--- src/rtl/trap_entry_pkg.sv ---
package trap_entry_pkg;

  typedef enum logic [1:0] {
    PRIV_U = 2'd0,
    PRIV_S = 2'd1,
    PRIV_R = 2'd2,
    PRIV_M = 2'd3
  } priv_e;

  localparam int CODE_ENV_USER  = 8;
  localparam int CODE_ENV_SUPER = 9;
  localparam int CODE_ENV_MACH  = 11;

  typedef struct packed {
    logic       mie;
    logic       mpie;
    logic [1:0] mpp;
    logic       sie;
    logic       spie;
    logic       spp;
  } stat_t;

  // Stack the enable/privilege bits of whichever level takes the trap.
  function automatic stat_t push_status(stat_t cur, logic [1:0] priv, logic to_super);
    stat_t nxt;
    nxt = cur;
    if (to_super) begin
      nxt.spie = cur.sie;
      nxt.spp  = (priv == PRIV_S);
      nxt.sie  = 1'b0;
    end else begin
      nxt.mpie = cur.mie;
      nxt.mpp  = priv;
      nxt.mie  = 1'b0;
    end
    return nxt;
  endfunction

endpackage

--- src/rtl/trap_cause_map.sv ---
module trap_cause_map
  import trap_entry_pkg::*;
#(
  parameter int CAUSE_W = 5
) (
  input  logic               irq,
  input  logic [CAUSE_W-1:0] code,
  input  logic [1:0]         priv,
  output logic [CAUSE_W-1:0] final_code,
  output logic               keeps_addr
);

  localparam logic [CAUSE_W-1:0] ENV_U = CAUSE_W'(CODE_ENV_USER);
  localparam logic [CAUSE_W-1:0] ENV_S = CAUSE_W'(CODE_ENV_SUPER);
  localparam logic [CAUSE_W-1:0] ENV_M = CAUSE_W'(CODE_ENV_MACH);

  always_comb begin
    final_code = code;
    if (!irq && code == ENV_U) begin
      case (priv)
        PRIV_S:  final_code = ENV_S;
        PRIV_M:  final_code = ENV_M;
        default: final_code = ENV_U;
      endcase
    end
  end

  always_comb begin
    keeps_addr = 1'b0;
    if (!irq) begin
      case (int'(code))
        0, 1, 4, 5, 6, 7, 12, 13, 15: keeps_addr = 1'b1;
        default:                      keeps_addr = 1'b0;
      endcase
    end
  end

endmodule

--- src/rtl/trap_delegate.sv ---
module trap_delegate
  import trap_entry_pkg::*;
#(
  parameter int XLEN    = 32,
  parameter int CAUSE_W = 5
) (
  input  logic               irq,
  input  logic [CAUSE_W-1:0] code,
  input  logic [1:0]         priv,
  input  logic [XLEN-1:0]    exc_mask,
  input  logic [XLEN-1:0]    irq_mask,
  output logic               to_super
);

  logic [XLEN-1:0] mask_sel;
  logic [XLEN-1:0] shifted;
  logic            low_priv;

  assign mask_sel = irq ? irq_mask : exc_mask;
  assign shifted  = mask_sel >> code;
  assign low_priv = (priv == PRIV_U) || (priv == PRIV_S);
  assign to_super = low_priv && shifted[0];

endmodule

--- src/rtl/trap_vector_pc.sv ---
module trap_vector_pc #(
  parameter int XLEN    = 32,
  parameter int CAUSE_W = 5
) (
  input  logic               irq,
  input  logic [CAUSE_W-1:0] code,
  input  logic [XLEN-1:0]    tvec,
  output logic [XLEN-1:0]    pc
);

  function automatic logic [XLEN-1:0] handler_addr(logic [XLEN-1:0] vec,
                                                   logic is_irq,
                                                   logic [CAUSE_W-1:0] c);
    logic [XLEN-1:0] base;
    logic [XLEN-1:0] offs;
    base = {vec[XLEN-1:2], 2'b00};
    offs = (is_irq && vec[1:0] == 2'b01) ? (XLEN'(c) << 2) : '0;
    return base + offs;
  endfunction

  assign pc = handler_addr(tvec, irq, code);

endmodule

--- src/rtl/trap_entry_unit.sv ---
module trap_entry_unit
  import trap_entry_pkg::*;
#(
  parameter int XLEN    = 32,
  parameter int CAUSE_W = 5
) (
  input  logic               clk,
  input  logic               rst_n,
  input  logic               trap_req,
  input  logic               trap_is_irq,
  input  logic [CAUSE_W-1:0] trap_code,
  input  logic [XLEN-1:0]    fault_addr,
  input  logic [XLEN-1:0]    trap_pc,
  input  logic [1:0]         cur_priv,
  input  logic [XLEN-1:0]    exc_deleg,
  input  logic [XLEN-1:0]    irq_deleg,
  input  logic               in_mie,
  input  logic               in_mpie,
  input  logic [1:0]         in_mpp,
  input  logic               in_sie,
  input  logic               in_spie,
  input  logic               in_spp,
  input  logic [XLEN-1:0]    m_vec,
  input  logic [XLEN-1:0]    s_vec,
  output logic [XLEN-1:0]    m_cause,
  output logic [XLEN-1:0]    m_epc,
  output logic [XLEN-1:0]    m_tval,
  output logic [XLEN-1:0]    s_cause,
  output logic [XLEN-1:0]    s_epc,
  output logic [XLEN-1:0]    s_tval,
  output logic               out_mie,
  output logic               out_mpie,
  output logic [1:0]         out_mpp,
  output logic               out_sie,
  output logic               out_spie,
  output logic               out_spp,
  output logic [1:0]         new_priv,
  output logic               redirect_valid,
  output logic [XLEN-1:0]    redirect_pc
);

  localparam int PAD_W = XLEN - 1 - CAUSE_W;

  // Named internal events.
  logic [CAUSE_W-1:0] final_code;
  logic               keeps_addr;
  logic               to_super;
  logic [XLEN-1:0]    sel_vec;
  logic [XLEN-1:0]    cause_word;
  logic [XLEN-1:0]    tval_word;
  stat_t              stat_in;
  stat_t              stat_next;
  stat_t              stat_q;

  trap_cause_map #(.CAUSE_W(CAUSE_W)) u_map (
    .irq        (trap_is_irq),
    .code       (trap_code),
    .priv       (cur_priv),
    .final_code (final_code),
    .keeps_addr (keeps_addr)
  );

  trap_delegate #(.XLEN(XLEN), .CAUSE_W(CAUSE_W)) u_deleg (
    .irq      (trap_is_irq),
    .code     (final_code),
    .priv     (cur_priv),
    .exc_mask (exc_deleg),
    .irq_mask (irq_deleg),
    .to_super (to_super)
  );

  assign sel_vec = to_super ? s_vec : m_vec;

  trap_vector_pc #(.XLEN(XLEN), .CAUSE_W(CAUSE_W)) u_vec (
    .irq  (trap_is_irq),
    .code (final_code),
    .tvec (sel_vec),
    .pc   (redirect_pc)
  );

  assign redirect_valid = trap_req;
  assign cause_word     = {trap_is_irq, {PAD_W{1'b0}}, final_code};
  assign tval_word      = keeps_addr ? fault_addr : '0;

  assign stat_in   = '{mie: in_mie, mpie: in_mpie, mpp: in_mpp,
                       sie: in_sie, spie: in_spie, spp: in_spp};
  assign stat_next = push_status(stat_in, cur_priv, to_super);

  always_ff @(posedge clk or negedge rst_n) begin
    if (!rst_n) begin
      m_cause  <= '0;
      m_epc    <= '0;
      m_tval   <= '0;
      s_cause  <= '0;
      s_epc    <= '0;
      s_tval   <= '0;
      stat_q   <= '0;
      new_priv <= PRIV_M;
    end else if (trap_req) begin
      stat_q <= stat_next;
      if (to_super) begin
        s_cause  <= cause_word;
        s_epc    <= trap_pc;
        s_tval   <= tval_word;
        new_priv <= PRIV_S;
      end else begin
        m_cause  <= cause_word;
        m_epc    <= trap_pc;
        m_tval   <= tval_word;
        new_priv <= PRIV_M;
      end
    end
  end

  assign out_mie  = stat_q.mie;
  assign out_mpie = stat_q.mpie;
  assign out_mpp  = stat_q.mpp;
  assign out_sie  = stat_q.sie;
  assign out_spie = stat_q.spie;
  assign out_spp  = stat_q.spp;

  // Machine-mode traps never go down to supervisor.
  assert_mach_stays_R1: assert property (@(posedge clk) disable iff (!rst_n)
    (trap_req && cur_priv == PRIV_M) |=> new_priv == PRIV_M);

  assert_ie_cleared_R3: assert property (@(posedge clk) disable iff (!rst_n)
    trap_req |=> (new_priv == PRIV_M) ? !out_mie : !out_sie);

  assert_irq_flag_R4: assert property (@(posedge clk) disable iff (!rst_n)
    trap_req |=> ((new_priv == PRIV_M) ? m_cause[XLEN-1] : s_cause[XLEN-1])
                 == $past(trap_is_irq));

  assert_exc_aligned_R5: assert property (@(posedge clk) disable iff (!rst_n)
    (redirect_valid && !trap_is_irq) |-> redirect_pc[1:0] == 2'b00);

  assert_irq_tval_zero_R6: assert property (@(posedge clk) disable iff (!rst_n)
    (trap_req && trap_is_irq) |=> ((new_priv == PRIV_M) ? m_tval : s_tval) == '0);

  assert_epc_loaded_R8: assert property (@(posedge clk) disable iff (!rst_n)
    trap_req |=> ((new_priv == PRIV_M) ? m_epc : s_epc) == $past(trap_pc));

  assert_idle_hold_R9: assert property (@(posedge clk) disable iff (!rst_n)
    !trap_req |=> $stable(m_cause) && $stable(s_cause) && $stable(m_epc) &&
                  $stable(s_epc) && $stable(new_priv) && $stable(stat_q));

endmodule

--- config.mk ---
export PLATFORM = sky130hd
export DESIGN_NAME = trap_entry_unit
export DESIGN_NICKNAME = d
export VERILOG_FILES = /design/src/rtl/trap_entry_pkg.sv /design/src/rtl/trap_cause_map.sv /design/src/rtl/trap_delegate.sv /design/src/rtl/trap_vector_pc.sv /design/src/rtl/trap_entry_unit.sv
export SDC_FILE = /design/constraint.sdc
export NUM_CORES = 1
export LEC_CHECK = 0
export ABC_AREA = 1
export ABC_CLOCK_PERIOD_IN_PS = 15340
export BUFFER_PORTS_ARGS = -buffer_cell sky130_fd_sc_hd__buf_2
export CORE_AREA = 2 2 172 174
export DETAILED_ROUTE_END_ITERATION = 10
export DIE_AREA = 0 0 174 176
export SLEW_MARGIN = 25
export SYNTH_ARGS = -nofsm -noshare
export SYNTH_HDL_FRONTEND = slang
export SYNTH_SLANG_ARGS = --single-unit
--- constraint.sdc ---
create_clock -name clk -period 15.34 [get_ports clk]
set_clock_uncertainty 0.2 [all_clocks]
set_input_delay 1.534 -clock clk [delete_from_list [all_inputs] [get_ports clk]]
set_output_delay 1.534 -clock clk [all_outputs]
set_load 0.005 [all_outputs]
After elaboration in Yosys (flattened, before gate mapping):

Memory sizes are Yosys's and may differ from the RTL's.
Cells that the tools add are included.

* memories kept: 1
* output and inout bits: 234
* bits in read-only memories: 16
* word-level logic and storage cells: 40
* input bits: 210
* bits in registers: 149

Memories
* (no name shown): depth 16, bits a word 1, rd ports 1, clocked after memory_dff 0, wr ports 0, line trap_cause_map.sv:31 `case (int'(code))`

* reduce and logical (&&, ||, !) cells: 8
* add/subtract/negate cells: 1
* equal/unequal tests: 4
* shift operators: 1
* bitwise logic cells: 1
* mux-type cells: 11

Operators by type and width (number)
* $mux W32: 3
* $add A32 B7 Y32: 1
* $shr A32 B5 Y1: 1
* $mux W7: 1
* $eq A5 B4 Y1 const B: 1
* $mux W5: 1
* $eq A2 B1 Y1 const B: 2
* $mux W4: 1
* $pmux W2 S2: 1
* $reduce_and A2 Y1: 2
* $logic_and A1 B1 Y1: 3
* $mux W3: 1
* $eq A2 B2 Y1 const B: 1
* $logic_not A2 Y1: 1
* $mux W1: 2
* $mux W2: 1
* $logic_not A1 Y1: 1
* $logic_or A1 B1 Y1: 1
* $not A1 Y1: 1

Depth between registers and ports, before layout:

* depth after elaboration: 10
* gate-level depth with buffers: 34
* depth with buffers taken out: 31

Modules after synthesis:

From an unflattened synthesis, not the netlist that was laid out.

* cells, all modules: 1154
* area, all modules: 8344.3 µm²

By module, submodules not included
* trap_entry_unit: times used 1, seq. area each 3704.8 µm², cells each 727, area an instance 6344.8 µm²
* trap_vector_pc: times used 1, seq. area each 0.0 µm², cells each 257, area an instance 1209.9 µm²
* trap_delegate: times used 1, seq. area each 0.0 µm², cells each 152, area an instance 703.2 µm²
* trap_cause_map: times used 1, seq. area each 0.0 µm², cells each 18, area an instance 86.3 µm²

Worst setup path after synthesis:

No wires, ideal clock.

* path kind: in2out
* from: in trap_is_irq
* to: out redirect_pc[22]
* arrival time: 5.261 ns
* setup slack: 8.345 ns
* cell stages on the path: 31
* buffers on the path: 6
* data required time: 13.606 ns
* cells stage by stage: buf_4 > clkinv_2 > nand2_1 > nor2_4 > nand2_4 > buf_6 > buf_6 > nand3_2 > nand3_1 > nand3_1 > nand3_1 > nand2_1 > nand2_4 > nand3_4 > buf_4 > buf_6 > clkbuf_1 > nand2_1 > nand2_1 > ha_1 > inv_1 > fa_1 > o21ai_0 > a21oi_1 > nand3b_2 > nor2_4 > nand3_2 > nor2_2 > nand3_1 > nand2_1 > inv_1

* word-level cells in the longest chain between the ends: 10
* elaborated cells between the ends (all ways): 11
* those cells by class: 1 x add/sub; 1 x eq/ne; 1 x shift; 4 x mux; 4 x reduce/logical

Ends and longest elaborated chain
* from (decl): line trap_entry_unit.sv:10 `input logic trap_is_irq,`
* $logic_not A1 Y1
* $logic_and A1 B1 Y1: line trap_cause_map.sv:19 `if (!irq && code == ENV_U) begin`
* $mux W5: line trap_cause_map.sv:19
* $shr A32 B5 Y1: line trap_delegate.sv:20 `assign shifted = mask_sel >> code;`
* $logic_and A1 B1 Y1: line trap_delegate.sv:22 `assign to_super = low_priv && shifted[0];`
* $mux W32: line trap_entry_unit.sv:72 `assign sel_vec = to_super ? s_vec : m_vec;`
* $eq A2 B1 Y1: line trap_vector_pc.sv:17 `offs = (is_irq && vec[1:0] == 2'b01) ? (XLEN'(c) << 2) : '0;`
* $logic_and A1 B1 Y1: line trap_vector_pc.sv:17
* $mux W7: line trap_vector_pc.sv:17
* $add A32 B7 Y32 *: line trap_vector_pc.sv:18 `return base + offs;`
* to (decl): line trap_entry_unit.sv:39 `output logic [XLEN-1:0] redirect_pc`

Every way passes the cells marked *; elsewhere a longest branch is shown, timed or not.

Final worst setup path:

Same ends and word-level chain as after synthesis.

==> impl_metrics.csv <==
group,metric,value,unit
die,io_pins,444,
setup_path,worst_setup_path_start_kind,"input pin",
setup_path,critPathSlowestCell,"nand3_4",
sta,layout_setup_ws,5990,ps
detailed_routing,drtAntennaViolNets,0,
setup_path,crit_arrival,7610,ps
grt,gr-usage-all-layers,18.6,%
power_and_ir_drop,power_frac_clock,37.7,%
grt,antenna_found_initial,4,
die,die_y,176,um
power_and_ir_drop,leakage,6.79,nW
clocking,insertion_delay,410,ps
power_and_ir_drop,seqPwrFrac,39.1,%
setup_path,max_stage_delay,560,ps
worst_hold_path,whs_path_depth,2,
sta,tns,0,ps
setup_path,critical_path_required,13610,ps
setup_path,r2r_start,"s_epc[3]",
final_layout,drive_gt1_share,29.6,%
final_layout,fillers,3129,
detailed_routing,vias,8787,
power_and_ir_drop,comb_power_share,23.2,%
setup_path,r2r_setup_slack,14390,ps
worst_hold_path,hp-start,"s_tval[31]",
setup_path,critical_path_class,"in2out",
clocking,cts.sinks,148,
yosys,syn-cell-area,0.00881,sq mm
detailed_routing,drt-pass1-iter-count,5,
clocking,cts_root_buf,"clkbuf_16",
placed_design,portBuffers,388,
placed_design,place.gp.congestion,0.870,
power_and_ir_drop,p_int,0.817,mW
sta,period_share,60.9,%
setup_path,critPathMostFrequentCell,"nand2_1",
placed_design,hpwl,21900,um
yosys,async_flop_share,100,%
yosys,synth_cells,1251,
power_and_ir_drop,power.net_switching,0.384,mW
placed_design,placed_area,0.0108,sq mm
job,maxCapViolations,0,
power_and_ir_drop,powerDensity,105,mW/mm^2
yosys,avgSynthCellArea,7.05,sq um
die,die-area,0.0306,sq mm
clocking,cts_max_path_buffers,2,
die,fp-row-count,62,
detailed_routing,wl_per_cell,14.4,um
setup_path,r2r_cells,2,
clocking,hold_buffers,0,
setup_path,crit_fanout,61,
die,core,0.0285,sq mm
placed_design,pre_cts_ws,6050,ps
sta,post-route-min-period,9350,ps
sta,rsz0062_at_grt,"false",
worst_hold_path,hp-class,"reg2reg",
final_layout,instances_no_fill,2006,
sta,fmax,107,MHz
yosys,synth_cell_types,40,
yosys,ys_seq_elements,148,
final_layout,final_area,0.0114,sq mm
setup_path,endpoint_kind,"output port",
grt,grt_max_degree,102,
clocking,cts_setup_buffers,0,
yosys,synth_edf_count,0,
clocking,cts_tree,"built",
detailed_routing,drc,0,
grt,grt_pass1_wl,45500,um
clocking,cts.clk_slew.worst_paths,70,ps
sta,hold_violations,0,
worst_hold_path,hold_path_end,"s_tval[31]",
yosys,ys.flop_type,"dfrtp_1",
final_layout,seq_area,0.00370,sq mm
power_and_ir_drop,ir_worst_vdd,0.0000741,V
sta,final_max_slew_viol_count,0,
die,start_util,30.9,%
power_and_ir_drop,swShare,32.0,%
detailed_routing,vias_per_cell,4.38,
sta,slew_headroom,33.6,%
sta,worstMarginPinSlew,997,ps
grt,grt-ovfl-total,0,
die,die_w,174,um
detailed_routing,drtIter0Drc,405,
placed_design,dp_cells,1972,
clocking,cts_resized,0,
sta,setup_viol,0,
setup_path,r2r-end,"s_epc[3]",
yosys,synth_warnings,0,
outcome,status,"finished, final reports clean",
final_layout,multiInputGateArea,0.00410,sq mm
clocking,htreeDepth,4,
grt,grt_pass1_vias,8565,
final_layout,finalNetCount,1823,
yosys,ys_seq_area_share,42.0,%
final_layout,syn_to_final_growth,29.4,%
clocking,numCtsBuffers,17,
detailed_routing,wirelength,29000,um
[per-stage QoR]
stage	utilization (%)	hold slack, ps	power [mW]
6_report	40.0	269	1.20
3_5_place_dp	37.7	254	0.760
2_1_floorplan	-	257	0.628
3_3_place_gp	37.7	249	0.756
4_1_cts	39.9	275	1.22
5_1_grt	40.0	282	1.27
[worst max-delay path: cells and delay by family]
kind                       cells  cell delay [ps]
adders and majority gates      2              560
AOI/OAI and AO/OA              4              830
and+or+nand+nor               19             3030
buffers and inverters          7             1610
[cells in the mapped netlist, drive strengths merged, types with 2 or more instances]
master | number | share of area (%)
nand3b | 4 | 0.38
nand2 | 486 | 21
a21oi | 6 | 0.34
inv | 130 | 5.5
nand4 | 19 | 1.3
clkbuf | 20 | 0.85
xnor2 | 3 | 0.30
nor2 | 160 | 8.0
xor2 | 12 | 1.2
buf | 88 | 7.3
o211ai | 5 | 0.43
nand3 | 54 | 3.6
a31oi | 2 | 0.14
clkinv | 4 | 0.18
conb | 2 | 0.085
dfrtp | 147 | 42
o21ai | 98 | 5.9
ha | 5 | 0.71
[layout by cell type, fill, tap and decap left out, types with 2 or more instances in the layout]
master     Yosys  layout
o21ai_1        3       3
o211ai_1       5       5
conb_1         2      55
xnor2_1        3       3
inv_6          0       4
nand4_1       19      19
buf_2         21     387
ha_1           5       5
bufinv_16      0       3
xor2_1        12      12
nand3_4        2       2
nor2_2        10      10
o21ai_2        9       9
clkbuf_16      0      17
dfrtp_1      147     147
o21ai_0       86      86
nand2_1      476     475
inv_2          8       8
clkinv_1       3       3
a31oi_1        2       2
buf_4         59       4
nand2_2        6       6
nand3_2        4       4
nor2_4         8       8
inv_8          0       4
clkinv_4       0       3
diode_2        0       2
nand2_4        4       5
a21oi_1        6       6
nand3_1       48      48
nor2_1       141     141
nand3b_1       3       3
inv_1        122     122
[how the worst max path moves through the flow]
stage                      startpoint              end  slack (ps)  cells past startpoint
after global placement    trap_is_irq  redirect_pc[22]        6200                     32
final                     trap_is_irq  redirect_pc[22]        5990                     32
after CTS                 trap_is_irq  redirect_pc[22]        6030                     32
after floorplan           trap_is_irq  redirect_pc[22]        8350                     31
after global routing      trap_is_irq  redirect_pc[30]        5310                     32
after detailed placement  trap_is_irq  redirect_pc[22]        6050                     32
[registers in the layout (all words and copies together) (netlist names), 2 cells and up]
| register | cells |
|---|---|
| out_mpp | 2 |
| s_cause | 6 |
| s_epc | 32 |
| m_epc | 32 |
| s_tval | 32 |
| m_cause | 6 |
| m_tval | 32 |
[cells by family after synthesis]
| family | Yosys count | synth area share (%) |
|---|---|---|
| AO/OA/AOI/OAI | 112 | 6.94 |
| other | 2 | 0.0852 |
| buffers and inverters | 242 | 13.8 |
| flip-flops | 148 | 42.0 |
| adder cells (fa/ha/maj) | 6 | 0.937 |
| XOR/XNOR | 15 | 1.49 |
| AND/OR/NAND/NOR | 726 | 34.7 |
[layer usage]
layer	GRT usage, %	up-vias	part of all wire [%]
met3	4.78	25	6.9
met4	4.41	2	1.3
met2	31.9	300	49
li1	-	4435	-
met1	23.4	4025	43
met5	0	-	0.045
[power by group through the flow]
stage / Clock [mW] / Combinational (mW) / Sequential, mW
6_report: 0.453 / 0.279 / 0.469
5_1_grt: 0.483 / 0.316 / 0.475
4_1_cts: 0.465 / 0.285 / 0.469
3_5_place_dp: 0 / 0.284 / 0.476
3_3_place_gp: 0 / 0.281 / 0.474
2_1_floorplan: 0 / 0.148 / 0.480
[cell type report]
class | count | area share [%]
multi-input cells | 914 | 35.9
well taps | 384 | 4.21
clock inverters | 15 | 1.86
clock buffers | 17 | 3.73
repair buffers | 392 | 17.3
flip-flops and latches | 148 | 32.5
diodes | 2 | 0.0439
inverters | 134 | 4.42
Note: power is estimated with default switching activity, not from simulation.
